File: src/rtl/fp_slot_pkg.sv
// fp_slot_pkg
// Shared operation-class encoding for the write-port slot guard.
// Assumes a two-bit class field presented at issue.
package fp_slot_pkg;

    typedef enum logic [1:0] {
        OPC_NONE = 2'd0,
        OPC_ADD  = 2'd1,
        OPC_MUL  = 2'd2,
        OPC_DIV  = 2'd3
    } fp_opc_e;

endpackage

File: src/rtl/wb_slot_ring.sv
// wb_slot_ring
// Vector of write-back claims, one bit per future cycle, with the
// destination register carried beside each bit. Bit 0 is the current
// write-back cycle. The whole vector moves down one place per clock.
// Assumes the caller never claims a bit that is already set, and that
// claim offsets lie between 1 and W.
module wb_slot_ring #(
    parameter int W  = 25,
    parameter int RW = 5,
    parameter int CW = 5
) (
    input  logic          clk,
    input  logic          rst_n,
    input  logic          set_en,
    input  logic [CW-1:0] set_lat,
    input  logic [RW-1:0] set_dst,
    input  logic [CW-1:0] probe_lat,
    output logic          probe_hit,
    output logic          wb_valid,
    output logic [RW-1:0] wb_dst
);

    logic [W-1:0]  slot_q;
    logic [RW-1:0] dst_q [W];

    for (genvar k = 0; k < W; k++) begin : g_slot
        logic          up_bit;
        logic [RW-1:0] up_dst;
        logic          hit;

        if (k == W - 1) begin : g_top
            assign up_bit = 1'b0;
            assign up_dst = '0;
        end else begin : g_mid
            assign up_bit = slot_q[k+1];
            assign up_dst = dst_q[k+1];
        end

        // A claim at latency L lands at index L-1 after this edge.
        assign hit = set_en && (set_lat == CW'(k + 1));

        // Shift the slot toward write-back and merge a new claim.
        always_ff @(posedge clk) begin
            if (!rst_n) begin
                slot_q[k] <= 1'b0;
                dst_q[k]  <= '0;
            end else begin
                slot_q[k] <= up_bit | hit;
                dst_q[k]  <= hit ? set_dst : up_dst;
            end
        end
    end

    // Look up the slot at the requested latency offset.
    always_comb begin
        probe_hit = 1'b0;
        for (int k = 0; k < W; k++) begin
            if (probe_lat == CW'(k)) probe_hit = slot_q[k];
        end
    end

    assign wb_valid = slot_q[0];
    assign wb_dst   = slot_q[0] ? dst_q[0] : '0;

endmodule

File: src/rtl/waw_tracker.sv
// waw_tracker
// One countdown per floating-point register. A non-zero count C means
// a result for that register writes back C-1 cycles from now. Reports
// a hazard when that pending write lands after the write a new
// operation of latency L would make. Assumes at most one claim per
// clock.
module waw_tracker #(
    parameter int NREG = 32,
    parameter int RW   = 5,
    parameter int CW   = 5
) (
    input  logic          clk,
    input  logic          rst_n,
    input  logic          set_en,
    input  logic [RW-1:0] set_dst,
    input  logic [CW-1:0] set_lat,
    input  logic [RW-1:0] query_dst,
    input  logic [CW-1:0] query_lat,
    output logic          hazard
);

    logic [CW-1:0] cnt_q [NREG];

    for (genvar r = 0; r < NREG; r++) begin : g_reg
        // Load on claim, otherwise count down to zero.
        always_ff @(posedge clk) begin
            if (!rst_n) begin
                cnt_q[r] <= '0;
            end else if (set_en && (set_dst == RW'(r))) begin
                cnt_q[r] <= set_lat;
            end else if (cnt_q[r] != '0) begin
                cnt_q[r] <= cnt_q[r] - 1'b1;
            end
        end
    end

    // Pending write lands after ours when C-1 > L.
    always_comb begin
        hazard = ({1'b0, cnt_q[query_dst]} > ({1'b0, query_lat} + 1'b1));
    end

endmodule

File: src/rtl/div_lock.sv
// div_lock
// Occupancy lock for the unpipelined divider. Loaded with the divide
// latency when a divide is accepted. Busy stays high until the cycle
// in which that divide writes back. Assumes the caller only starts a
// divide when busy is low.
module div_lock #(
    parameter int CW      = 5,
    parameter int DIV_LAT = 24
) (
    input  logic clk,
    input  logic rst_n,
    input  logic start,
    output logic busy
);

    logic [CW-1:0] cnt_q;

    // Track the cycles left until the divide result is written.
    always_ff @(posedge clk) begin
        if (!rst_n) begin
            cnt_q <= '0;
        end else if (start) begin
            cnt_q <= CW'(DIV_LAT);
        end else if (cnt_q != '0) begin
            cnt_q <= cnt_q - 1'b1;
        end
    end

    // A count of 1 marks the write-back cycle, so the lock is released there.
    assign busy = (cnt_q > CW'(1));

endmodule

File: src/rtl/fp_wb_slot_guard.sv
// fp_wb_slot_guard
// Issue-stage hazard guard for floating-point units that share a single
// register write port. It stalls an operation on a write-port conflict,
// an occupied divider, or an older write to the same register that would
// land later. Accepted operations claim their write-back cycle.
// Assumes fixed unit latencies, each at least 1, and that the issue stage
// presents at most one operation per cycle.
module fp_wb_slot_guard
    import fp_slot_pkg::*;
#(
    parameter int NREG    = 32,
    parameter int ADD_LAT = 4,
    parameter int MUL_LAT = 7,
    parameter int DIV_LAT = 24
) (
    input  logic       clk,
    input  logic       rst_n,
    input  logic       iss_valid,
    input  logic [1:0] iss_cls,
    input  logic [4:0] iss_dst,
    output logic       stall,
    output logic       wb_valid,
    output logic [4:0] wb_dst,
    output logic       div_busy
);

    localparam int MAXAM = (ADD_LAT > MUL_LAT) ? ADD_LAT : MUL_LAT;
    localparam int MAXL  = (MAXAM > DIV_LAT) ? MAXAM : DIV_LAT;
    localparam int W     = MAXL + 1;
    localparam int CW    = $clog2(W + 1);
    localparam int RW    = $clog2(NREG);

    fp_opc_e       opc;
    logic [CW-1:0] lat;
    logic          is_fp;
    logic          port_hit;
    logic          waw_hit;
    logic          div_hit;
    logic          accept;
    logic [RW-1:0] dst;

    assign opc = fp_opc_e'(iss_cls);
    assign dst = iss_dst[RW-1:0];

    // Map the operation class onto its write-back latency.
    always_comb begin
        unique case (opc)
            OPC_ADD: lat = CW'(ADD_LAT);
            OPC_MUL: lat = CW'(MUL_LAT);
            OPC_DIV: lat = CW'(DIV_LAT);
            default: lat = '0;
        endcase
    end

    // Only floating-point results take part in the checks.
    assign is_fp   = iss_valid && (opc != OPC_NONE);
    assign div_hit = (opc == OPC_DIV) && div_busy;

    // Combine the three hazard sources into the issue decision.
    always_comb begin
        stall  = is_fp && (port_hit || waw_hit || div_hit);
        accept = is_fp && !stall;
    end

    wb_slot_ring #(
        .W  (W),
        .RW (RW),
        .CW (CW)
    ) u_ring (
        .clk       (clk),
        .rst_n     (rst_n),
        .set_en    (accept),
        .set_lat   (lat),
        .set_dst   (dst),
        .probe_lat (lat),
        .probe_hit (port_hit),
        .wb_valid  (wb_valid),
        .wb_dst    (wb_dst[RW-1:0])
    );

    if (RW < 5) begin : g_pad
        assign wb_dst[4:RW] = '0;
    end

    waw_tracker #(
        .NREG (NREG),
        .RW   (RW),
        .CW   (CW)
    ) u_waw (
        .clk       (clk),
        .rst_n     (rst_n),
        .set_en    (accept),
        .set_dst   (dst),
        .set_lat   (lat),
        .query_dst (dst),
        .query_lat (lat),
        .hazard    (waw_hit)
    );

    div_lock #(
        .CW      (CW),
        .DIV_LAT (DIV_LAT)
    ) u_div (
        .clk   (clk),
        .rst_n (rst_n),
        .start (accept && (opc == OPC_DIV)),
        .busy  (div_busy)
    );

endmodule

File: config.mk
export PLATFORM = sky130hd
export DESIGN_NAME = fp_wb_slot_guard
export DESIGN_NICKNAME = d
export VERILOG_FILES = /design/src/rtl/fp_slot_pkg.sv /design/src/rtl/wb_slot_ring.sv /design/src/rtl/waw_tracker.sv /design/src/rtl/div_lock.sv /design/src/rtl/fp_wb_slot_guard.sv
export SDC_FILE = /design/constraint.sdc
export NUM_CORES = 1
export LEC_CHECK = 0
export CORE_MARGIN = 2
export CORE_UTILIZATION = 41
export CTS_BUF_LIST = sky130_fd_sc_hd__clkbuf_8
export DETAILED_ROUTE_END_ITERATION = 8
export PLACE_DENSITY_LB_ADDON = 0.1
export RECOVER_POWER = 100
export SYNTH_ARGS = -nofsm -noshare
export SYNTH_HDL_FRONTEND = slang
export SYNTH_HIERARCHICAL = 1
export SYNTH_SLANG_ARGS = --single-unit
File: constraint.sdc
create_clock -name clk -period 4.75 [get_ports clk]
set_input_delay 0.475 -clock clk [delete_from_list [all_inputs] [get_ports clk]]
set_output_delay 0.475 -clock clk [all_outputs]
set_load 0.01 [all_outputs]
Yosys cells after proc, flatten, opt, wreduce, memory -nomap -nowiden
Memories as Yosys holds them, arrays and structs flattened.
Index checks and enable logic that the tools add are counted.
{"block": "word_totals", "ff_bits": 30, "mem_bits_rw": 285, "inputBits": 10, "output_inout_bits": 8, "word_cells": 710, "n_memories": 2}
{"block": "classes", "add_sub_neg": 34, "magnitude_cmp": 2, "n_eq_ne": 59, "n_mux": 369, "bitwise_logic": 114, "n_reduce_logical": 103}
{"memory": "u_waw.cnt_q", "depth": 32, "word_bits": 5, "rd": 33, "rd_clocked_by_memory_dff": 0, "write_ports": 32, "line": "waw_tracker.sv:22", "rtl": "logic [CW-1:0] cnt_q [NREG];"}
{"memory": "u_ring.dst_q", "depth": 25, "word_bits": 5, "rd": 25, "rd_clocked_by_memory_dff": 0, "write_ports": 25, "line": "wb_slot_ring.sv:24", "rtl": "logic [RW-1:0] dst_q [W];"}
{"cell": "2-to-1 mux 5 bit", "count": 117}
{"cell": "2-to-1 mux 1 bit", "count": 251}
{"cell": "nonzero test 5 bit", "count": 33}
{"cell": "subtractor 5 x 1 -> 5 bit, second input constant", "count": 33}
{"cell": "== test 5 bit, second input constant", "count": 26}
{"cell": "OR 1 bit", "count": 113}
{"cell": "== test 5 x 4 -> 1 bit, second input constant", "count": 16}
{"cell": "logical AND 1 bit", "count": 62}
{"cell": "== test 5 x 3 -> 1 bit, second input constant", "count": 8}
{"cell": "== test 5 x 2 -> 1 bit, second input constant", "count": 4}
{"cell": "case mux 5 bit (3 select lines)", "count": 1}
{"cell": "== test 5 x 1 -> 1 bit, second input constant", "count": 2}
{"cell": "zero test 5 bit", "count": 2}
{"cell": "adder 5 x 1 -> 6 bit, second input constant", "count": 1}
{"cell": "> comparator 5 x 6 -> 1 bit", "count": 1}
{"cell": "> comparator 5 x 1 -> 1 bit, second input constant", "count": 1}
{"cell": "== test 2 bit, second input constant", "count": 2}
{"cell": "nonzero test 2 bit", "count": 2}
{"cell": "== test 2 x 1 -> 1 bit, second input constant", "count": 1}
{"cell": "logical OR 1 bit", "count": 2}
{"cell": "OR reduction 2 bit", "count": 1}
{"cell": "zero test 1 bit", "count": 1}
{"cell": "inverter 1 bit", "count": 1}

Depth between registers and ports, before layout
Gate-level depths: netlist of the first run.
{"block": "logic_depth", "word_depth": 39, "ltp_mapped": 20}

Hierarchy
The synthesis of the first run kept the hierarchy.
{"mod": "waw_tracker", "n_inst": 1, "cells_per_inst": 917, "area_per_inst_um2": 10467.5, "seq_area_each_um2": 4804.6}
{"mod": "wb_slot_ring", "n_inst": 1, "cells_per_inst": 643, "area_per_inst_um2": 6154.7, "seq_area_each_um2": 3002.9}
{"mod": "div_lock", "n_inst": 1, "cells_per_inst": 27, "area_per_inst_um2": 267.8, "seq_area_each_um2": 100.1}
{"mod": "fp_wb_slot_guard", "n_inst": 1, "cells_per_inst": 10, "area_per_inst_um2": 87.6, "seq_area_each_um2": 0.0}

Least setup slack after synthesis of the first run
No wires, ideal clock.
{"block": "synth_timing", "path_type": "input to register", "start": "input iss_dst[1]", "end": "memory u_ring.dst_q[14][0] (netlist: u_ring/dst_q[0][70])", "arrival_time_ns": 4.291, "slack_ns": 0.343, "path_stages": 19, "path_cell_list": "buf_6 buf_12 buf_6 mux4_1 o22ai_1 nor4_1 ha_1 nor2b_1 o21a_1 o21bai_1 a21oi_1 or4b_1 a21oi_1 buf_2 nor2b_1 nand3_1 nor2_2 mux2i_1 nor2b_1"}
{"element": "start: declaration", "line": "fp_wb_slot_guard.sv:20", "rtl": "input logic [4:0] iss_dst,"}
{"element": "end: declaration", "line": "wb_slot_ring.sv:24"}

==> results of run 1 <==
## path summary, 6_finish.rpt
path	cells after the start	startpoint	to	slack [ns]
setup / recovery	17	u_waw/cnt_q[18][1]	u_waw/cnt_q[30][4]	0.23
hold / removal	2	rst_n	u_ring/g_slot[4].up_bit	0.30
setup reg to reg	17	u_waw/cnt_q[18][1]	u_waw/cnt_q[30][4]	0.23
hold reg to reg	2	u_ring/dst_q[0][27]	u_ring/dst_q[0][22]	0.45
## cell families after synthesis
logic type	Yosys count	share of synthesized area, %
XOR/XNOR	69	3.56
adder cells (fa/ha/maj)	43	3.17
buffers and inverters	181	4.79
AO/OA/AOI/OAI	348	15.6
multiplexers	115	10.5
AND/OR/NAND/NOR	526	15.9
flip-flops	315	46.6
## area by class of cell
cell class / count / share of cell area (%)
Clock buffer: 64 / 4.63
Timing Repair Buffer: 116 / 4.37
Inverter: 87 / 1.72
Multi-Input combinational cell: 1101 / 43.3
Sequential cell: 315 / 41.6
Tap cell: 532 / 3.50
Clock inverter: 35 / 0.914
## where the power goes
part / internal, mW / total (mW) / leakage [nW] / switching, mW
sequential: 3.82 / 4.50 / 3.06 / 0.681
clock: 1.27 / 2.41 / 0.633 / 1.14
combinational: 1.41 / 3.02 / 3.12 / 1.61
## Yosys cell counts, drive strengths merged, types with 8 or more instances
master / number
edfxtp: 160
dfxtp: 155
nand2: 144
o2bb2ai: 120
nor2: 107
nor2b: 88
inv: 87
nand3: 74
mux2i: 73
xnor2: 65
a21boi: 63
clkbuf: 51
buf: 43
ha: 43
mux4: 41
nor3: 41
o21ai: 38
a32o: 29
a21oi: 23
o22ai: 22
o21a: 20
and2: 13
a31oi: 12
nand2b: 11
nand4: 8
## registers in the layout, summed over array words and instances, names as in the netlist
signal and count:
u_waw/cnt_q 160, u_ring/wb_valid 1, u_ring/dst_q 125, u_div/cnt_q 5
u_ring/g_slot.up_bit 24
## per-stage QoR
stage	cells	area, um^2	TNS (ns)	setup WS (ns)
4_1_cts	2250	19200	0	0.284
6_report	2250	19000	0	0.234
2_1_floorplan	1597	17000	0	0.343
5_1_grt	2250	19000	0	0.0363
3_5_place_dp	2151	18200	-13.27	-0.171
3_3_place_gp	2151	18200	-5.32	-0.166
## routing by layer
layer  GRT usage, %  up-vias  wire length, um
met5              0        -                0
met4           7.02        0             1220
met3           4.01       77             2150
met2           30.6      269            19100
met1           27.9     6171            20600
li1               -     6068                -
## worst max-delay path, cell delays in order (launching register included)
cell and delay, ns:
edfxtp_1 0.44, mux4_1 0.56, o22ai_1 0.36, nor4_1 0.13, ha_1 0.32, nor2b_1 0.13, o21a_1 0.16, o21bai_1 0.12
a21oi_1 0.10, or4b_1 0.55, a21oi_1 0.14, buf_4 0.19, and2_0 0.23, buf_4 0.19, nand4_1 0.20, nor2_1 0.16
clkbuf_1 0.24, a32o_1 0.16
==> results.yml, run 1 <==
timing:
  hold_viol: 0
  skew_ns: 0.0145
  rsz0062_at_grt: "false"
  finalSetupViolCount: 0
  worst_pin_slew_ns: 0.855
  hold_slack_ns: 0.304
  min_period_ns: 4.52
  timing.final.crit_share_pct: 95.1
  relSlewSlack_pct: 43.0
  slew_viol_final: 0
  fmax_mhz: 221
logic_synthesis:
  synth_cell_type_count: 71
  synth-edff-count: 160
  yosysTopAreaCell: "edfxtp_1"
  synthTopCellsByArea: "edfxtp_1 (28%), dfxtp_1 (18%), o2bb2ai_1 (6.2%)"
  synth_fp_nets: 1650
  async_flop_share_pct: 0
  netlist_area_mm2: 0.0170
  synth_top_area_share_pct: 28.3
  syn_avg_cell_area_um2: 10.6
  synth_flop_cell: "edfxtp_1"
  synth_warnings: 6
  synth-seq-area-share_pct: 46.6
  syn_inst: 1597
  ys_ff_latch: 315
cells_and_area:
  multi_input_area_mm2: 0.00824
  fin_nets: 1730
  utilization_pct: 46.6
  final_cell_mix: "edfxtp_1 (160), dfxtp_1 (155), nand2_1 (144)"
  diodes: 0
  fill_cells: 3896
  synthToLayoutAreaGrowth_pct: 12.1
  drive_gt1_share_pct: 10.4
  layout_commonest_cell: "edfxtp_1"
  register_area_mm2: 0.00791
placement:
  place_congestion: 0.798
  io_buffers: 17
  hpwl_mm: 29.2
grt:
  globalRouteOverflowTotal: 0
  grt_pass1_wl_mm: 68.5
  grt_usage_pct: 19.9
  grt_max_degree: 78
  grt_pass1_vias: 12200
  antenna_found_initial: 0
critical_path:
  critPathCaptureType: "flop"
  critPathKind: "reg2reg"
  critPathMaxFanout: 8
  cp-start-kind: "flop"
  worstPathRequired_ns: 5.26
  cp.arrival_ns: 5.03
pwr:
  p_per_area_mw_per_mm2: 522
  ir_worst_vdd_v: 0.000184
  p_leak_nw: 6.82
  power_mw: 9.93
floorplan:
  dieArea_mm2: 0.0431
  start_util_pct: 41.6
  boundaryPins: 18
  rows: 74
  die_w_um: 207
  design.core.area_mm2: 0.0408
  die_h_um: 207
detailed_routing:
  routed_wl_mm: 43.1
  antenna_left: 0
  route.detailed.drc: 0
  wire_per_inst_um: 19.1
  drtIter0Drc: 926
  via_per_inst: 5.59
  drt-pass1-iter-count: 5
  via_count: 12600
clocking:
  htreeDepth: 2
  cts_tree: "built"
  cts-buffers-inserted: 56
  post_cts_buffers: 0
  clk_pin_slew_worst_paths_ns: 0.06
  clkLatencyLatePin_ns: 0.65
  post_cts_resized: 0
  clock_path_buffers: 3
  cts_hold_buf: 0
  root_buffer: "clkbuf_8"
  clkSinkCount: 315
hold_path:
  worstHoldPathType: "in2reg"
status:
  status: "finished, final reports clean"
run:
  maxCapViolCount: 0
No activity file was read; power rests on OpenSTA's default activity.
==> run 2: changes to the inputs <==
==> constraint.sdc (replaced) <==
create_clock -name clk -period 4.75 [get_ports clk]
set_input_delay 1.425 -clock clk [delete_from_list [all_inputs] [get_ports clk]]
set_output_delay 1.425 -clock clk [all_outputs]
set_load 0.01 [all_outputs]
==> run 2 against run 1 <==
  * The flow now finishes with violations (setup timing)
  * Fmax is 17% lower
  * Global-route usage up 1.1 points
  * Clock skew is 0.020 ns higher
  * Clock power about the same
  * Sequential power about the same
  * Worst setup slack lost 0.90 ns
  * Worst hold slack better by 0.13 ns
  * First-iteration DRC count shrank 21%
  * Critical endpoint is now stall
  * Largest cell class unchanged
  * Largest power group is now combinational logic
  * Highest routed layer unchanged
==> results.yml, run 2 (synthesized netlist as in run 1, its figures left out) <==
status:
  status: "finished, violations left"
  violations: "setup timing"
detailed_routing:
  route.detailed.drc: 0
  drtIter0Drc: 736
  routed_wl_mm: 46.9
  via_per_inst: 5.53
  drt-pass1-iter-count: 8
  wire_per_inst_um: 19.6
  via_count: 13200
  antenna_left: 0
critical_path:
  worst_path_largest_cell_delay_ns: 0.53
  regToRegSetupSlack_ns: 0.33
  critPathCaptureType: "output port"
  cp-startpoint: "iss_dst[3]"
  r2r_cells: 19
  crit_slowest_cell: "or4_1"
  timing.rr.start: "u_waw/cnt_q[23][1]"
  critical-path-top-delay-family: "simple AND/OR/NAND/NOR gates"
  cp.arrival_ns: 3.99
  crit_chain: "buf_2 > buf_4 > or3_1 > o22ai_1 > or4_1 > ha_2 > nor2b_4 > o21a_1 > o21bai_1 > a21oi_2 > a211oi_2 > nor3b_2 > buf_6"
  worstPathRequired_ns: 3.32
  critPathMaxFanout: 7
  critPathKind: "in2out"
  r2r_end: "u_waw/cnt_q[20][4]"
  cp-start-kind: "input port"
  setup.worst_path.end: "stall"
  cp_num_buf_inv: 3
  path_depth: 13
timing:
  timing.final.crit_share_pct: 114
  finalSetupViolCount: 258
  min_period_ns: 5.42
  hold_viol: 0
  fmax_mhz: 185
  skew_ns: 0.0341
  rsz0062_at_grt: "true"
  setup_ws_ns: -0.667
  slew_viol_final: 0
  relSlewSlack_pct: 22.2
  worst_pin_slew_ns: 1.16
clocking:
  clkLatencyLatePin_ns: 0.65
  htreeDepth: 2
  clkSinkCount: 315
  cts-buffers-inserted: 56
  root_buffer: "clkbuf_8"
  cts_tree: "built"
  clk_pin_slew_worst_paths_ns: 0.06
  clock_path_buffers: 3
grt:
  grt_usage_pct: 21.0
  grt_pass1_vias: 13200
  grt_max_degree: 149
  globalRouteOverflowTotal: 0
  grt_pass1_wl_mm: 72.4
  antenna_found_initial: 0
placement:
  place_inst: 2250
  hpwl_mm: 31.2
  post-place-ws_ns: -1.31
  place_congestion: 0.824
  io_buffers: 17
cells_and_area:
  final_cell_mix: "buf_4 (164), edfxtp_1 (160), dfxtp_1 (155)"
  layout_commonest_cell: "buf_4"
  synthToLayoutAreaGrowth_pct: 32.8
  fill_cells: 3487
  diodes: 0
  layoutNonFillerInstCount: 2389
  drive_gt1_share_pct: 34.7
  largest_reg_flops: 160
  regMostFlops: "u_waw/cnt_q"
  fin_nets: 1865
floorplan:
  start_util_pct: 41.6
  die_w_um: 207
  design.core.area_mm2: 0.0408
  die_h_um: 207
  dieArea_mm2: 0.0431
  boundaryPins: 18
  rows: 74
hold_path:
  worstHoldPathType: "reg2reg"
  worstHoldPathCells: 2
  min_from: "u_ring/dst_q[0][54]"
pwr:
  ir_worst_vdd_v: 0.000247
  p_leak_nw: 8.31
  power_mw: 11.4
  p_per_area_mw_per_mm2: 505
run:
  maxCapViolCount: 0
## run 2: cell count changes in the layout (fill, tap and decap cells not counted), moves of 31 or more
| cell | delta |
|---|---|
| buf_4 | +102 |
| buf_6 | +48 |
| clkbuf_1 | -31 |
| nand2_1 | -40 |
| o21ai_0 | -31 |
| o2bb2ai_1 | -78 |
| o2bb2ai_2 | +77 |
## run 2: timing repair
item | 4_1_cts | 5_1_grt
setup buffers | 11 | 28
pin swaps | 39 | 123
gates cloned | 4 | 0
resized for setup | 138 | 333
hold buffers | 0 | 0
setup endpoints to repair | 461 | 422
## run 2: worst register-to-register path: cells and delay by family (launching register included)
family	cells	cell delay, ns
DFF	1	0.45
and+or+nand+nor	4	0.86
buffers and inverters	6	0.76
AOI/OAI and AO/OA	7	1.26
muxes	1	0.51
adders and majority gates	1	0.32
## run 2: area by class of cell
cell class,count,area [um^2],share of cell area (%)
repair buffers,251,2390,10.6
clock inverters,36,158,0.699
flip-flops and latches,315,7910,35.1
well taps,532,666,2.95
inverters,87,327,1.45
multi-input cells,1101,10200,45.1
clock buffers,67,922,4.09
## run 2: how the worst min path moves through the flow
stage	slack, ns	to
global route	0.45	u_ring/dst_q[0][36]
finish	0.44	u_ring/dst_q[0][49]
floorplan	0.42	u_ring/dst_q[0][75]
CTS	0.44	u_ring/dst_q[0][78]
detailed placement	0.44	u_ring/dst_q[1][1]
global placement	0.44	u_ring/dst_q[0][35]
## run 2: per-stage QoR
step	util [%]	TNS, ns	hold WS [ns]	cell area [um^2]
finish	55.2	-24.88	0.437	22500
global route	55.2	-49.40	0.449	22500
CTS	51.1	-2.65	0.444	20900
detailed placement	46.8	-452.86	0.438	19100
global placement	46.8	-453.17	0.438	19100
floorplan	-	-53.12	0.421	17200
## run 2: layer usage
layer	track usage [%]	part of all wire, %
met5	0	0
met4	8.18	3.3
met3	3.43	4.3
met2	35.1	49
met1	27.2	43
## run 2: where the power goes
part	internal, mW	switching, mW	leakage, nW
sequential	3.81	0.656	3.06
combinational	2.15	2.34	4.61
clock	1.27	1.16	0.631
